**config.mk**
```make
export PLATFORM = sky130hd
export DESIGN_NAME = accrs_unit
export DESIGN_NICKNAME = d
export VERILOG_FILES = /design/src/rtl/accrs_pkg.sv /design/src/rtl/accrs_round.sv /design/src/rtl/accrs_ovf_det.sv /design/src/rtl/accrs_sat.sv /design/src/rtl/accrs_unit.sv
export SDC_FILE = /design/constraint.sdc
export NUM_CORES = 1
export LEC_CHECK = 0
export BUFFER_PORTS_ARGS = -buffer_cell sky130_fd_sc_hd__buf_4
export CORE_ASPECT_RATIO = 1.1
export CORE_UTILIZATION = 39
export DETAILED_ROUTE_END_ITERATION = 8
export GPL_ROUTABILITY_DRIVEN = 0
export GPL_TIMING_DRIVEN = 0
export PLACE_DENSITY_LB_ADDON = 0.08
export SKIP_LAST_GASP = 1
export SLEW_MARGIN = 25
export SYNTH_ARGS = -nofsm -noshare
export SYNTH_HDL_FRONTEND = slang
export SYNTH_HIERARCHICAL = 1
export SYNTH_SLANG_ARGS = --single-unit
```
**constraint.sdc**
```tcl
create_clock -name clk -period 0.8 [get_ports clk]
set_input_delay 0.08 -clock clk [delete_from_list [all_inputs] [get_ports clk]]
set_output_delay 0.08 -clock clk [all_outputs]
set_load 0.02 [all_outputs]
```
**src/rtl/accrs_pkg.sv**
```systemverilog
package accrs_pkg;
    parameter int ACC_W_DEF   = 40;
    parameter int FRAC_W_DEF  = 16;
    parameter int GUARD_W_DEF = 9;

    typedef enum logic [1:0] {
        OP_ROUND = 2'd0,
        OP_SAT   = 2'd1,
        OP_FLAG  = 2'd2,
        OP_RSVD  = 2'd3
    } op_e;
endpackage

```
**src/rtl/accrs_round.sv**
```systemverilog
module accrs_round #(
    parameter int ACC_W  = accrs_pkg::ACC_W_DEF,
    parameter int FRAC_W = accrs_pkg::FRAC_W_DEF
) (
    input  logic [ACC_W-1:0] val,
    input  logic             bias,
    output logic [ACC_W-1:0] res
);
    localparam logic [ACC_W-1:0] HALF = {{(ACC_W-1){1'b0}}, 1'b1} << (FRAC_W - 1);

    logic [ACC_W-1:0] sum;
    logic             tie;

    always_comb begin
        sum = val + HALF;
        tie = (val[FRAC_W-1:0] == HALF[FRAC_W-1:0]);
        res = sum;
        // exact half in unbiased mode: clear the new LSB -> even result
        if (tie && !bias) begin
            res[FRAC_W] = 1'b0;
        end
    end
endmodule

```
**src/rtl/accrs_ovf_det.sv**
```systemverilog
module accrs_ovf_det #(
    parameter int ACC_W   = accrs_pkg::ACC_W_DEF,
    parameter int GUARD_W = accrs_pkg::GUARD_W_DEF
) (
    input  logic [ACC_W-1:0] val,
    output logic             ovf
);
    logic [GUARD_W-1:0] guard;

    always_comb begin
        guard = val[ACC_W-1 -: GUARD_W];
        ovf   = !((&guard) || !(|guard));
    end
endmodule

```
**src/rtl/accrs_sat.sv**
```systemverilog
module accrs_sat #(
    parameter int ACC_W   = accrs_pkg::ACC_W_DEF,
    parameter int GUARD_W = accrs_pkg::GUARD_W_DEF
) (
    input  logic [ACC_W-1:0] val,
    input  logic             ovf,
    output logic [ACC_W-1:0] res
);
    localparam int SPAN = ACC_W - GUARD_W;
    localparam logic [ACC_W-1:0] POS_LIM = {{GUARD_W{1'b0}}, {SPAN{1'b1}}};
    localparam logic [ACC_W-1:0] NEG_LIM = ~POS_LIM;

    always_comb begin
        if (!ovf) begin
            res = val;
        end else if (val[ACC_W-1]) begin
            res = NEG_LIM;
        end else begin
            res = POS_LIM;
        end
    end
endmodule

```
**src/rtl/accrs_unit.sv**
```systemverilog
module accrs_unit #(
    parameter int ACC_W   = accrs_pkg::ACC_W_DEF,
    parameter int FRAC_W  = accrs_pkg::FRAC_W_DEF,
    parameter int GUARD_W = accrs_pkg::GUARD_W_DEF
) (
    input  logic             clk,
    input  logic             rst_n,
    input  logic             op_valid,
    input  logic [1:0]       op_sel,
    input  logic             round_bias,
    input  logic [ACC_W-1:0] acc_in,
    input  logic             ovf_in,
    output logic [ACC_W-1:0] acc_out,
    output logic             ovf_out
);
    import accrs_pkg::*;

    typedef struct packed {
        logic [ACC_W-1:0] acc;
        logic             ovf;
    } state_t;

    state_t           st_d, st_q;
    logic [ACC_W-1:0] rnd_val;
    logic [ACC_W-1:0] sat_val;
    logic             rnd_ovf;
    logic             in_ovf;
    op_e              op;

    accrs_round #(.ACC_W(ACC_W), .FRAC_W(FRAC_W)) round_i (
        .val (acc_in),
        .bias(round_bias),
        .res (rnd_val)
    );

    accrs_sat #(.ACC_W(ACC_W), .GUARD_W(GUARD_W)) sat_i (
        .val(acc_in),
        .ovf(ovf_in),
        .res(sat_val)
    );

    accrs_ovf_det #(.ACC_W(ACC_W), .GUARD_W(GUARD_W)) rnd_det_i (
        .val(rnd_val),
        .ovf(rnd_ovf)
    );

    accrs_ovf_det #(.ACC_W(ACC_W), .GUARD_W(GUARD_W)) in_det_i (
        .val(acc_in),
        .ovf(in_ovf)
    );

    always_comb begin
        op   = op_e'(op_sel);
        st_d = st_q;
        if (op_valid) begin
            unique case (op)
                OP_ROUND: begin
                    st_d.acc = rnd_val;
                    st_d.ovf = rnd_ovf;
                end
                OP_SAT: begin
                    st_d.acc = sat_val;
                    st_d.ovf = ovf_in;
                end
                OP_FLAG: begin
                    st_d.acc = acc_in;
                    st_d.ovf = in_ovf;
                end
                default: st_d = st_q;
            endcase
        end
    end

    always_ff @(posedge clk or negedge rst_n) begin
        if (!rst_n) begin
            st_q <= '0;
        end else begin
            st_q <= st_d;
        end
    end

    assign acc_out = st_q.acc;
    assign ovf_out = st_q.ovf;
endmodule

```
==> Word level (Yosys, flattened, before mapping) <==
Cells that the tools add are included.
{ "op_classes": {"n_addsub": 1, "n_eq_ne": 3, "mux": 4, "n_reduce_logical": 15} }
{ "ops": {"columns": ["op", "n"], "rows": [
  ["$pmux W41 S3", 1],
  ["$mux W40", 2],
  ["$add A40 B16 Y40 const B", 1],
  ["$reduce_and A9 Y1", 2],
  ["$reduce_or A9 Y1", 2],
  ["$eq A16 B16 Y1 const B", 1],
  ["$logic_not A1 Y1", 5],
  ["$reduce_bool A3 Y1", 1],
  ["$eq A2 B1 Y1 const B", 1],
  ["$eq A2 B2 Y1 const B", 1],
  ["$logic_not A2 Y1", 1],
  ["$logic_or A1 B1 Y1", 2],
  ["$reduce_and A2 Y1", 1],
  ["$logic_and A1 B1 Y1", 1],
  ["$mux W1", 1]
]} }
{ "word_totals": {"register_bits": 41, "in_bits": 47, "output_inout_bits": 41} }

==> Logic depth before layout (Yosys ltp) <==
Gate-level depths: netlist of run 1.
{ "depth": {"word_depth": 6, "mapped_depth": 10, "ltp_nobuf": 10} }

==> Hierarchy <==
The synthesis of run 1 kept the hierarchy.
{ "by_module_without_submodules": {"columns": ["module", "n_inst", "cells_per_inst", "area_each_um2"], "rows": [
  ["accrs_unit", 1, 239, 2894.0],
  ["accrs_round", 1, 87, 614.3],
  ["accrs_sat", 1, 88, 399.1],
  ["accrs_ovf_det", 2, 8, 47.5]
]} }

==> Least setup slack after synthesis of run 1 <==
No wires, ideal clock.
{ "synth_path": {"path_kind": "input to register", "start": "input port acc_in[15]", "end": "register st_q (netlist bit ovf_out)", "setup_time_ps": 124, "t_arrival_ps": 1780, "required_ps": 676, "path_slack_ps": -1104, "stages": 10, "path_buffers": 0, "cell_sequence": "ha_1 -> nand4_4 -> nor4_4 -> nand4_1 -> xnor2_1 -> nand4_1 -> nor3_1 -> a31oi_1 -> nor2b_1 -> o31ai_2"} }
{ "synth_between": {"elab_chain_len": 6, "word_cells_on_any_way": 7} }
{ "synth_rtl": {"columns": ["element", "line", "source"], "rows": [
  ["start: declaration", "accrs_unit.sv:11", "input logic [ACC_W-1:0] acc_in,"],
  ["$add A40 B16 Y40 (*)", "accrs_round.sv:15", "sum = val + HALF;"],
  ["named net rnd_val[37]", "accrs_unit.sv:24", "logic [ACC_W-1:0] rnd_val;"],
  ["$reduce_or A9 Y1", "accrs_ovf_det.sv:12", "ovf = !((&guard) || !(|guard));"],
  ["$logic_not A1 Y1", "accrs_ovf_det.sv:12", null],
  ["$logic_or A1 B1 Y1 (*)", "accrs_ovf_det.sv:12", null],
  ["$logic_not A1 Y1 (*)", "accrs_ovf_det.sv:12", null],
  ["named net rnd_ovf", "accrs_unit.sv:26", "logic rnd_ovf;"],
  ["$pmux W41 S3 (*)", "accrs_unit.sv:56", "unique case (op)"],
  ["end signal: assignment", "accrs_unit.sv:78", "st_q <= st_d;"],
  ["end: declaration", "accrs_unit.sv:23", "state_t st_d, st_q;"]
]} }
Mark *: on every way through the listed nets, which the timed path passes. The rest lies on a longest branch.
A chain may end at the register's enable or synchronous reset.

==> Final worst setup path of run 1 <==
{ "layout_path": {"start": "input port acc_in[23]", "end": "register st_q (netlist bit ovf_out)"} }
The elaborated chain is that of the path after synthesis.

==> impl_metrics.py, run 1 <==
metrics = {
    "outcome": {
        "outcome": "finished, violations left",
        "violations": "negative setup slack",
    },
    "route": {
        "via_count": 3816,
        "drtAntennaViolNets": 0,
        "drt-wirelength-per-cell_um": 17.8,
        "firstDrtPassIters": 4,
        "wl_mm": 12.4,
        "drc": 0,
        "via_per_inst": 5.47,
        "drtIter0Drc": 119,
    },
    "placement": {
        "dp_slack_ps": -1420,
        "port_buffers": 87,
        "place_area_um2": 5180,
        "place_hpwl_mm": 7.93,
    },
    "power": {
        "p_total_mw": 8.88,
        "switchingPower_mw": 3.27,
        "p_per_area_nw_per_um2": 1350,
        "clkPwrFrac_pct": 16.6,
        "p_sw_share_pct": 36.8,
        "p_leak_nw": 2.95,
        "power_frac_seq_pct": 30.1,
        "peakVddDrop_v": 0.000772,
        "pwr-share-comb_pct": 53.4,
        "p_int_mw": 5.61,
    },
    "critical_path": {
        "crit_arrival_ps": 1700,
        "rr_endpoint": "acc_out[19]$_DFFE_PN0P_",
        "end_kind": "register",
        "crit_path_max_incr_delay_ps": 220,
        "worstSetupStartpointType": "input port",
        "cp_max_fo": 6,
        "reg2reg_from": "acc_out[19]$_DFFE_PN0P_",
        "path_class": "in2reg",
        "rrSetupSlack_ps": -20,
        "reg2regPathDepth": 3,
        "crit_chain": "buf_4 > nand3_4 > nor4_4 > buf_6 > nand4_1 > xnor2_2 > nand4_1 > nor3_2 > a31oi_1 > nor2b_1 > o31ai_2",
        "crit_path_frequent_cell": "nand4_1",
        "crit_required_ps": 1000,
        "critPathSlowestCell": "nor4_4",
    },
    "global_routing": {
        "grt_pass1_vias": 3831,
        "grt_max_degree": 42,
        "grt-ovfl-total": 0,
        "antenna_found_initial": 0,
        "grt_pass1_wl_mm": 19.4,
        "track_usage_pct": 23.4,
    },
    "cts": {
        "htreeDepth": 2,
        "cts_buffers": 5,
        "cts_tree": "done",
        "cts.sinks": 41,
        "clk_latency_ps": 300,
        "cts_root_buffer": "clkbuf_8",
        "clockBufferDepth": 2,
        "path_clk_slew_ps": 80,
    },
    "cells_and_area": {
        "final_nets": 629,
        "multi_input_area_um2": 3070,
        "synthToLayoutAreaGrowth_pct": 64.8,
        "fillers": 786,
        "drive_above_1_share_pct": 59.7,
        "register_area_um2": 1030,
        "diodes": 0,
        "fin_area_um2": 6600,
    },
    "worst_hold_path": {
        "min_path_cells": 3,
        "min_from": "acc_in[3]",
        "hold_class": "in2reg",
        "hold_end": "acc_out[3]$_DFFE_PN0P_",
    },
    "die": {
        "die_area_um2": 10700,
        "start_util_pct": 40.3,
        "die_y_um": 108,
        "core-area_um2": 9940,
        "fp.dieW_um": 98.6,
        "rows": 38,
        "io_pins": 88,
    },
    "timing": {
        "hold_violations": 0,
        "max_freq_mhz": 665,
        "fin_skew_ps": 0,
        "rsz0062_at_grt": "true",
        "finalSetupViolations": 82,
        "slew_headroom_pct": 72.8,
        "tightest_slew_ps": 408,
        "worst_slack_ps": -703,
        "slew_violations": 0,
        "period_share_pct": 188,
        "hold_ws_ps": 113,
        "period_needed_ps": 1500,
    },
    "logic_synthesis": {
        "async_flop_share_pct": 100,
        "synth_ff_type": "dfrtp_1",
        "synth-seq-cells": 41,
        "syn_nets": 481,
        "synthCells": 430,
        "yosysSeqAreaShare_pct": 25.6,
        "ys_top_cells_by_area": "dfrtp_1 26%, a221oi_2 15%, o31ai_2 13%, nor2b_1 6.4%, nand2_1 4.7%",
        "ys_types": 35,
        "synth.avg_cell_area_um2": 9.31,
        "synth.top_cell.area_share_pct": 25.6,
        "syn-cell-area_um2": 4000,
        "synth-edff-count": 0,
        "synth_top_cell_by_area": "dfrtp_1",
        "yosysWarnings": 6,
    },
    "job": {
        "drv_cap": 0,
    },
}
-- registers in the layout, indices dropped and copies added (netlist names) --
signal,cells
acc_out,40
ovf_out,1
-- repair_timing --
action,4_1_cts,5_1_grt
pin swaps,26,34
gates cloned,8,1
endpoints found under the hold margin,41,0
resized for setup,125,57
setup endpoints to repair,82,109
hold buffers,1,0
setup buffers,27,22
-- per-layer routing --
metal	vias to the layer above	wire [um]	global-route usage [%]	share of wire, %
li1	1830	-	-	-
met1	1876	5260	29.4	42
met2	95	6540	41.3	53
met3	15	454	2.91	3.6
met4	0	199	8.42	1.6
met5	-	0	0	0
-- worst max-delay path: cells and delay by family --
kind,cells,cell delay (ps)
buf+inv,2,310
compound gates,2,140
simple gates,6,940
xor+xnor,1,220
-- metrics by stage --
| stage | TNS [ps] | std cells | util (%) |
|---|---|---|---|
| after CTS | -12970 | 676 | 61.8 |
| after floorplan | -11270 | 430 | - |
| final | -13240 | 698 | 66.4 |
| after global routing | -16300 | 698 | 66.4 |
| after global placement | -25980 | 637 | 52.2 |
| after detailed placement | -27250 | 637 | 52.2 |
-- placed cells by master (no fill, tap or decap), drive strengths merged --
cell / synthesis / final
buf: 42 / 178
nand2: 51 / 51
inv: 43 / 43
o31ai: 41 / 41
dfrtp: 41 / 41
a221oi: 41 / 41
nor2b: 41 / 41
o21ai: 39 / 39
clkbuf: 9 / 19
xnor2: 18 / 18
nand3: 18 / 18
nor3: 8 / 8
nand4: 7 / 7
nor2: 7 / 7
nor4: 6 / 6
xor2: 5 / 5
ha: 4 / 4
nand2b: 2 / 3
a31oi: 2 / 2
and2: 2 / 2
dlygate4sd3: 0 / 1
and3: 1 / 1
or4: 1 / 1
o41a: 1 / 1
-- area by class of cell --
type                       count  area share [%]
multi-input combinational    296            46.5
sequential                    41            15.6
tap                          120            2.28
buffer                        48            8.95
inverter                      43            2.52
timing repair buffer         143            22.8
clock buffer                   7            1.31
-- cell usage after synthesis (7+ instances only) --
cell type	instances
nand2_1	50
nor2b_1	41
inv_1	43
buf_4	21
xnor2_1	18
buf_6	9
o21ai_0	34
nand3_1	18
nor3_1	7
buf_2	8
o31ai_2	41
dfrtp_1	41
nor2_1	7
a221oi_2	41
-- worst max-delay path by stage --
stage	startpoint	end	slack [ps]	depth (start not counted)
after global placement	acc_in[15]	ovf_out$_DFFE_PN0P_	-1370	11
after global routing	acc_in[23]	ovf_out$_DFFE_PN0P_	-810	11
after floorplan	acc_in[15]	ovf_out$_DFFE_PN0P_	-820	10
after detailed placement	acc_in[15]	ovf_out$_DFFE_PN0P_	-1420	11
after CTS	acc_in[16]	ovf_out$_DFFE_PN0P_	-830	11
final	acc_in[23]	ovf_out$_DFFE_PN0P_	-700	11
-- logic make-up (layout without fill, tap and decap cells) --
group	after synthesis	after routing	synth area share (%)
AND/OR/NAND/NOR	144	145	19.7
AO/OA/AOI/OAI	124	124	33.7
buffers and inverters	94	241	14.7
flip-flops	41	41	25.6
XOR/XNOR	23	23	5.03
adder cells (fa/ha/maj)	4	4	1.25
-- power groups by stage --
stage	clock [mW]	combinational, mW	sequential, mW
floorplan	0	1.93	3.06
global placement	0	3.59	2.65
detailed placement	0	3.64	2.65
CTS	1.52	4.41	2.67
global route	1.59	5.05	2.71
finish	1.47	4.74	2.67
Power figures use the tool's default switching activity.
==> inputs of run 2 (changes only) <==
--- a/config.mk
+++ b/config.mk
@@ -11,10 +11,9 @@
 export DETAILED_ROUTE_END_ITERATION = 8
 export GPL_ROUTABILITY_DRIVEN = 0
 export GPL_TIMING_DRIVEN = 0
-export PLACE_DENSITY_LB_ADDON = 0.08
+export PLACE_DENSITY_LB_ADDON = 0.3
 export SKIP_LAST_GASP = 1
 export SLEW_MARGIN = 25
 export SYNTH_ARGS = -nofsm -noshare
 export SYNTH_HDL_FRONTEND = slang
-export SYNTH_HIERARCHICAL = 1
 export SYNTH_SLANG_ARGS = --single-unit
==> constraint.sdc (replaced) <==
create_clock -name clk -period 1.3 [get_ports clk]
set_input_delay 0.13 -clock clk [delete_from_list [all_inputs] [get_ports clk]]
set_output_delay 0.13 -clock clk [all_outputs]
set_load 0.02 [all_outputs]
==> impl_metrics.py, run 2 <==
metrics = {
    "outcome": {
        "outcome": "finished, violations left",
        "violations": "negative setup slack",
    },
    "critical_path": {
        "critPathLaunch": "acc_in[27]",
        "reg2regPathDepth": 4,
        "crit_required_ps": 1500,
        "reg2reg_from": "ovf_out$_DFFE_PN0P_",
        "end_kind": "register",
        "cp_max_fo": 5,
        "path_class": "in2reg",
        "worstSetupStartpointType": "input port",
        "rrSetupSlack_ps": 280,
        "crit_arrival_ps": 1700,
    },
    "logic_synthesis": {
        "syn-cell-area_um2": 2730,
        "yosysSeqAreaShare_pct": 37.6,
        "synth_ff_type": "dfrtp_1",
        "ys_types": 41,
        "async_flop_share_pct": 100,
        "synth.top_cell.area_share_pct": 37.6,
        "synth_common_cells": "45 x nor2_1, 41 x dfrtp_1, 40 x nand2_1, 40 x o21ai_0, 18 x clkbuf_1",
        "synth-seq-cells": 41,
        "synth.avg_cell_area_um2": 8.00,
        "ys_top_cells_by_area": "dfrtp_1 38%, o21ai_0 7.3%, nor2_1 6.2%, nand2_1 5.5%, xnor2_1 4.5%",
        "syn_nets": 392,
        "yosysWarnings": 0,
        "yosysMostFrequentCell": "nor2_1",
        "synth-edff-count": 0,
        "synthCells": 341,
        "synth_top_cell_by_area": "dfrtp_1",
    },
    "global_routing": {
        "grt_pass1_vias": 2846,
        "grt-ovfl-total": 0,
        "track_usage_pct": 23.5,
        "antenna_found_initial": 0,
        "grt_pass1_wl_mm": 13.5,
        "grt_max_degree": 42,
    },
    "cells_and_area": {
        "diodes": 0,
        "multi_input_area_um2": 1790,
        "final_nets": 498,
        "final_cell_mix": "89 x buf_4, 43 x nor2_1, 41 x dfrtp_1",
        "register_area_um2": 1030,
        "fillers": 602,
        "final_common_cell": "buf_4",
        "synthToLayoutAreaGrowth_pct": 50.2,
        "largest_reg_flops": 40,
        "drive_above_1_share_pct": 39.7,
        "utilization_pct": 61.4,
        "fin_area_um2": 4100,
        "fin_cells": 530,
    },
    "timing": {
        "tightest_slew_ps": 524,
        "finalSetupViolations": 7,
        "rsz0062_at_grt": "true",
        "slew_violations": 0,
        "slew_headroom_pct": 65.0,
        "fin_skew_ps": 0,
        "period_needed_ps": 1510,
        "max_freq_mhz": 664,
        "fin_tns_setup_ps": -771,
        "period_share_pct": 116,
        "hold_ws_ps": 109,
        "hold_violations": 0,
        "worst_slack_ps": -207,
    },
    "cts": {
        "cts_buffers": 5,
        "path_clk_slew_ps": 90,
        "htreeDepth": 2,
        "clockBufferDepth": 2,
        "cts_root_buffer": "clkbuf_8",
        "cts.sinks": 41,
        "cts_tree": "done",
        "clk_latency_ps": 300,
    },
    "die": {
        "die_y_um": 89.7,
        "io_pins": 88,
        "die_area_um2": 7340,
        "rows": 31,
        "fp.dieW_um": 81.8,
        "start_util_pct": 40.9,
        "core-area_um2": 6670,
    },
    "route": {
        "via_count": 3020,
        "via_per_inst": 5.70,
        "firstDrtPassIters": 4,
        "drt-wirelength-per-cell_um": 16.4,
        "wl_mm": 8.67,
        "drtIter0Drc": 244,
        "drc": 0,
        "drtAntennaViolNets": 0,
    },
    "worst_hold_path": {
        "min_path_cells": 3,
        "hold_class": "in2reg",
        "min_from": "acc_in[0]",
    },
    "placement": {
        "place_hpwl_mm": 6.03,
        "place_area_um2": 3590,
        "dp_slack_ps": -551,
        "dp_cells": 503,
        "port_buffers": 80,
    },
    "job": {
        "drv_cap": 0,
    },
    "power": {
        "p_leak_nw": 1.84,
        "p_per_area_nw_per_um2": 1000,
        "p_total_mw": 4.10,
        "peakVddDrop_v": 0.000584,
    },
}
## run 2: cell types whose count changed after synthesis, sizes merged, moves of 6 or more
cell	before	now
o31ai	41	6
nand2	51	40
nand3	18	12
a21o	0	8
nand4	7	13
clkbuf	9	19
and4	0	6
nor2	7	45
a21oi	0	14
inv	43	13
buf	42	7
nor2b	41	1
a221oi	41	9
## run 2: routing by layer
metal | global-route usage [%] | vias up | part of all wire [%]
li1 | - | 1444 | -
met1 | 29.5 | 1447 | 43
met2 | 39.3 | 108 | 50
met3 | 3.76 | 21 | 4.7
met4 | 9.36 | 0 | 2.6
met5 | 0 | - | 0
## run 2: path summary, 6_finish.rpt
check / end
max: ovf_out$_DFFE_PN0P_
min: acc_out[0]$_DFFE_PN0P_
max reg2reg: ovf_out$_DFFE_PN0P_
min reg2reg: acc_out[33]$_DFFE_PN0P_
max in group asynchronous: acc_out[23]$_DFFE_PN0P_
min in group asynchronous: acc_out[15]$_DFFE_PN0P_
## run 2: logic make-up after synthesis
group | synth area share (%)
DFF | 37.6
and+or+nand+nor | 26.3
adders and majority gates | 1.83
muxes | 0.413
xor gates and xnor gates | 6.10
AOI/OAI and AO/OA | 21.8
buffers and inverters | 5.96
## run 2: layout make-up
type / count / share of cell area (%)
repair buffers: 99 / 20.1
inverters: 13 / 1.28
flip-flops and latches: 41 / 25.0
well taps: 82 / 2.50
multi-input cells: 261 / 43.7
plain buffers: 26 / 4.70
clock buffers: 6 / 1.77
clock inverters: 2 / 0.946
## run 2: timing repair
item / 4_1_cts / 5_1_grt
buffers inserted: 10 / 8
resized for setup: 29 / 41
pin swaps: 12 / 18
hold endpoints to repair: 41 / 0
setup endpoints to repair: 34 / 28
hold buffers: 1 / 0
## run 2: critical path: stages
cell	delay, ps
buf_6	90
and4_4	250
nand4_1	120
buf_6	150
or4_4	510
a21oi_2	190
a31oi_2	110
a2bb2oi_2	140
## run 2: report_power, final
part | switching [mW] | internal, mW | total, mW
clock | 0.500 | 0.578 | 1.08
sequential | 0.102 | 1.46 | 1.56
combinational | 0.812 | 0.647 | 1.46
==> inputs of run 3 (changes only) <==
--- a/config.mk
+++ b/config.mk
@@ -7,7 +7,7 @@
 export LEC_CHECK = 0
 export BUFFER_PORTS_ARGS = -buffer_cell sky130_fd_sc_hd__buf_4
 export CORE_ASPECT_RATIO = 1.1
-export CORE_UTILIZATION = 39
+export CORE_UTILIZATION = 25
 export DETAILED_ROUTE_END_ITERATION = 8
 export GPL_ROUTABILITY_DRIVEN = 0
 export GPL_TIMING_DRIVEN = 0
==> impl_metrics.py, run 3 (same netlist as run 2, synthesis figures left out) <==
metrics = {
    "placement": {
        "port_buffers": 80,
        "place_hpwl_mm": 6.76,
        "place_area_um2": 3670,
    },
    "timing": {
        "fin_skew_ps": 0,
        "period_share_pct": 112,
        "tightest_slew_ps": 535,
        "rsz0062_at_grt": "true",
        "slew_headroom_pct": 64.3,
        "hold_ws_ps": 118,
        "period_needed_ps": 1450,
        "max_freq_mhz": 688,
        "worst_slack_ps": -154,
        "hold_violations": 0,
        "finalSetupViolations": 7,
        "slew_violations": 0,
    },
    "cells_and_area": {
        "diodes": 0,
        "register_area_um2": 1030,
        "drive_above_1_share_pct": 40.9,
        "largest_reg_flops": 40,
        "final_cell_mix": "96 x buf_4, 41 x nor2_1, 41 x dfrtp_1",
        "final_common_cell": "buf_4",
        "synthToLayoutAreaGrowth_pct": 55.5,
        "fillers": 1038,
        "final_nets": 502,
        "fin_area_um2": 4240,
        "multi_input_area_um2": 1800,
    },
    "global_routing": {
        "grt_pass1_wl_mm": 14.2,
        "top_usage_layer": "met2",
        "antenna_found_initial": 0,
        "gr-usage-met3_pct": 2.70,
        "grt_pass1_vias": 2834,
        "grt_max_degree": 42,
        "gr-usage-met2_pct": 26.8,
        "grt-ovfl-total": 0,
        "gr-usage-met1_pct": 20.4,
        "track_usage_pct": 15.8,
    },
    "critical_path": {
        "cp_max_fo": 8,
        "crit_arrival_ps": 1620,
        "crit_chain": "buf_8 > and4_1 > buf_6 > nand4_4 > or4_4 > a21oi_4 > a31oi_1 > a2bb2oi_1",
        "path_class": "in2reg",
        "crit_family": "simple AND/OR/NAND/NOR gates",
        "critPathSlowestCell": "or4_4",
        "rrSetupSlack_ps": 320,
        "end_kind": "register",
        "worstSetupStartpointType": "input port",
        "cp.buffers_inverters": 2,
        "crit_path_max_incr_delay_ps": 550,
        "crit_required_ps": 1460,
    },
    "route": {
        "wl_mm": 9.17,
        "drtIter0Drc": 192,
        "drc": 0,
        "via_per_inst": 5.08,
        "firstDrtPassIters": 4,
        "drt-wirelength-per-cell_um": 15.4,
        "drtAntennaViolNets": 0,
        "via_count": 3023,
    },
    "outcome": {
        "violations": "negative setup slack",
        "outcome": "finished, violations left",
    },
    "die": {
        "start_util_pct": 26.0,
        "die_area_um2": 11300,
        "die_y_um": 112,
        "rows": 39,
        "core-area_um2": 10500,
        "fp.dieW_um": 102,
        "io_pins": 88,
    },
    "cts": {
        "cts_tree": "done",
        "clockBufferDepth": 2,
        "cts.sinks": 41,
        "cts_buffers": 5,
        "htreeDepth": 2,
        "path_clk_slew_ps": 70,
        "cts_root_buffer": "clkbuf_16",
        "clk_latency_ps": 280,
    },
    "power": {
        "p_per_area_nw_per_um2": 1010,
        "p_leak_nw": 1.86,
        "peakVddDrop_v": 0.000487,
    },
    "job": {
        "drv_cap": 0,
    },
    "worst_hold_path": {
        "hold_class": "in2reg",
    },
}
==> run 3: path summary, 6_finish.rpt <==
| path | from | end | cells past startpoint |
|---|---|---|---|
| worst min register to register | acc_out[30]$_DFFE_PN0P_ | acc_out[30]$_DFFE_PN0P_ | 2 |
| worst min-delay path | acc_in[2] | acc_out[2]$_DFFE_PN0P_ | 3 |
| max in group asynchronous | rst_n | acc_out[29]$_DFFE_PN0P_ | 2 |
| worst max register to register | ovf_out$_DFFE_PN0P_ | ovf_out$_DFFE_PN0P_ | 4 |
| min in group asynchronous | rst_n | acc_out[4]$_DFFE_PN0P_ | 2 |
| worst max-delay path | acc_in[20] | ovf_out$_DFFE_PN0P_ | 8 |
==> run 3: metrics by stage <==
| step | cells | util, % | power [mW] | setup TNS [ps] | setup slack [ps] |
|---|---|---|---|---|---|
| after floorplan | 341 | - | 2.33 | -1410 | -251 |
| after global placement | 564 | 34.9 | 2.94 | -16300 | -552 |
| after detailed placement | 564 | 34.9 | 2.96 | -17570 | -591 |
| after CTS | 588 | 39.0 | 4.30 | -533 | -135 |
| after global routing | 595 | 40.5 | 4.53 | -873 | -201 |
| final | 595 | 40.5 | 4.30 | -561 | -154 |
==> run 3: layer usage <==
metal,part of all wire [%],vias to the layer above
li1,-,1440
met3,5.7,11
met1,43,1464
met2,49,108
met5,0,-
met4,1.5,0
==> run 3: final cells by class <==
type,instances,area share [%]
buffer,25,4.45
clock buffer,5,2.95
clock inverter,3,0.501
inverter,13,1.24
multi-input combinational,261,42.4
sequential,41,24.2
tap,143,4.22
timing repair buffer,104,20.0
==> run 3: power breakdown <==
| part | switching, mW | internal (mW) |
|---|---|---|
| clock | 0.537 | 0.715 |
| sequential | 0.104 | 1.46 |
| combinational | 0.823 | 0.660 |
| total | 1.46 | 2.84 |
==> run 3: worst reg2reg max path, delay by kind of cell, from the launching register on <==
family | cells | cell delay [ps]
flip-flops | 1 | 400
AO/OA/AOI/OAI | 4 | 460
==> run 3: what timing repair did <==
item	4_1_cts	5_1_grt
pin swaps	18	16
hold buffers	1	0
setup buffers	15	8
resized for setup	41	38
setup endpoints to repair	35	40
endpoints found under the hold margin	41	0
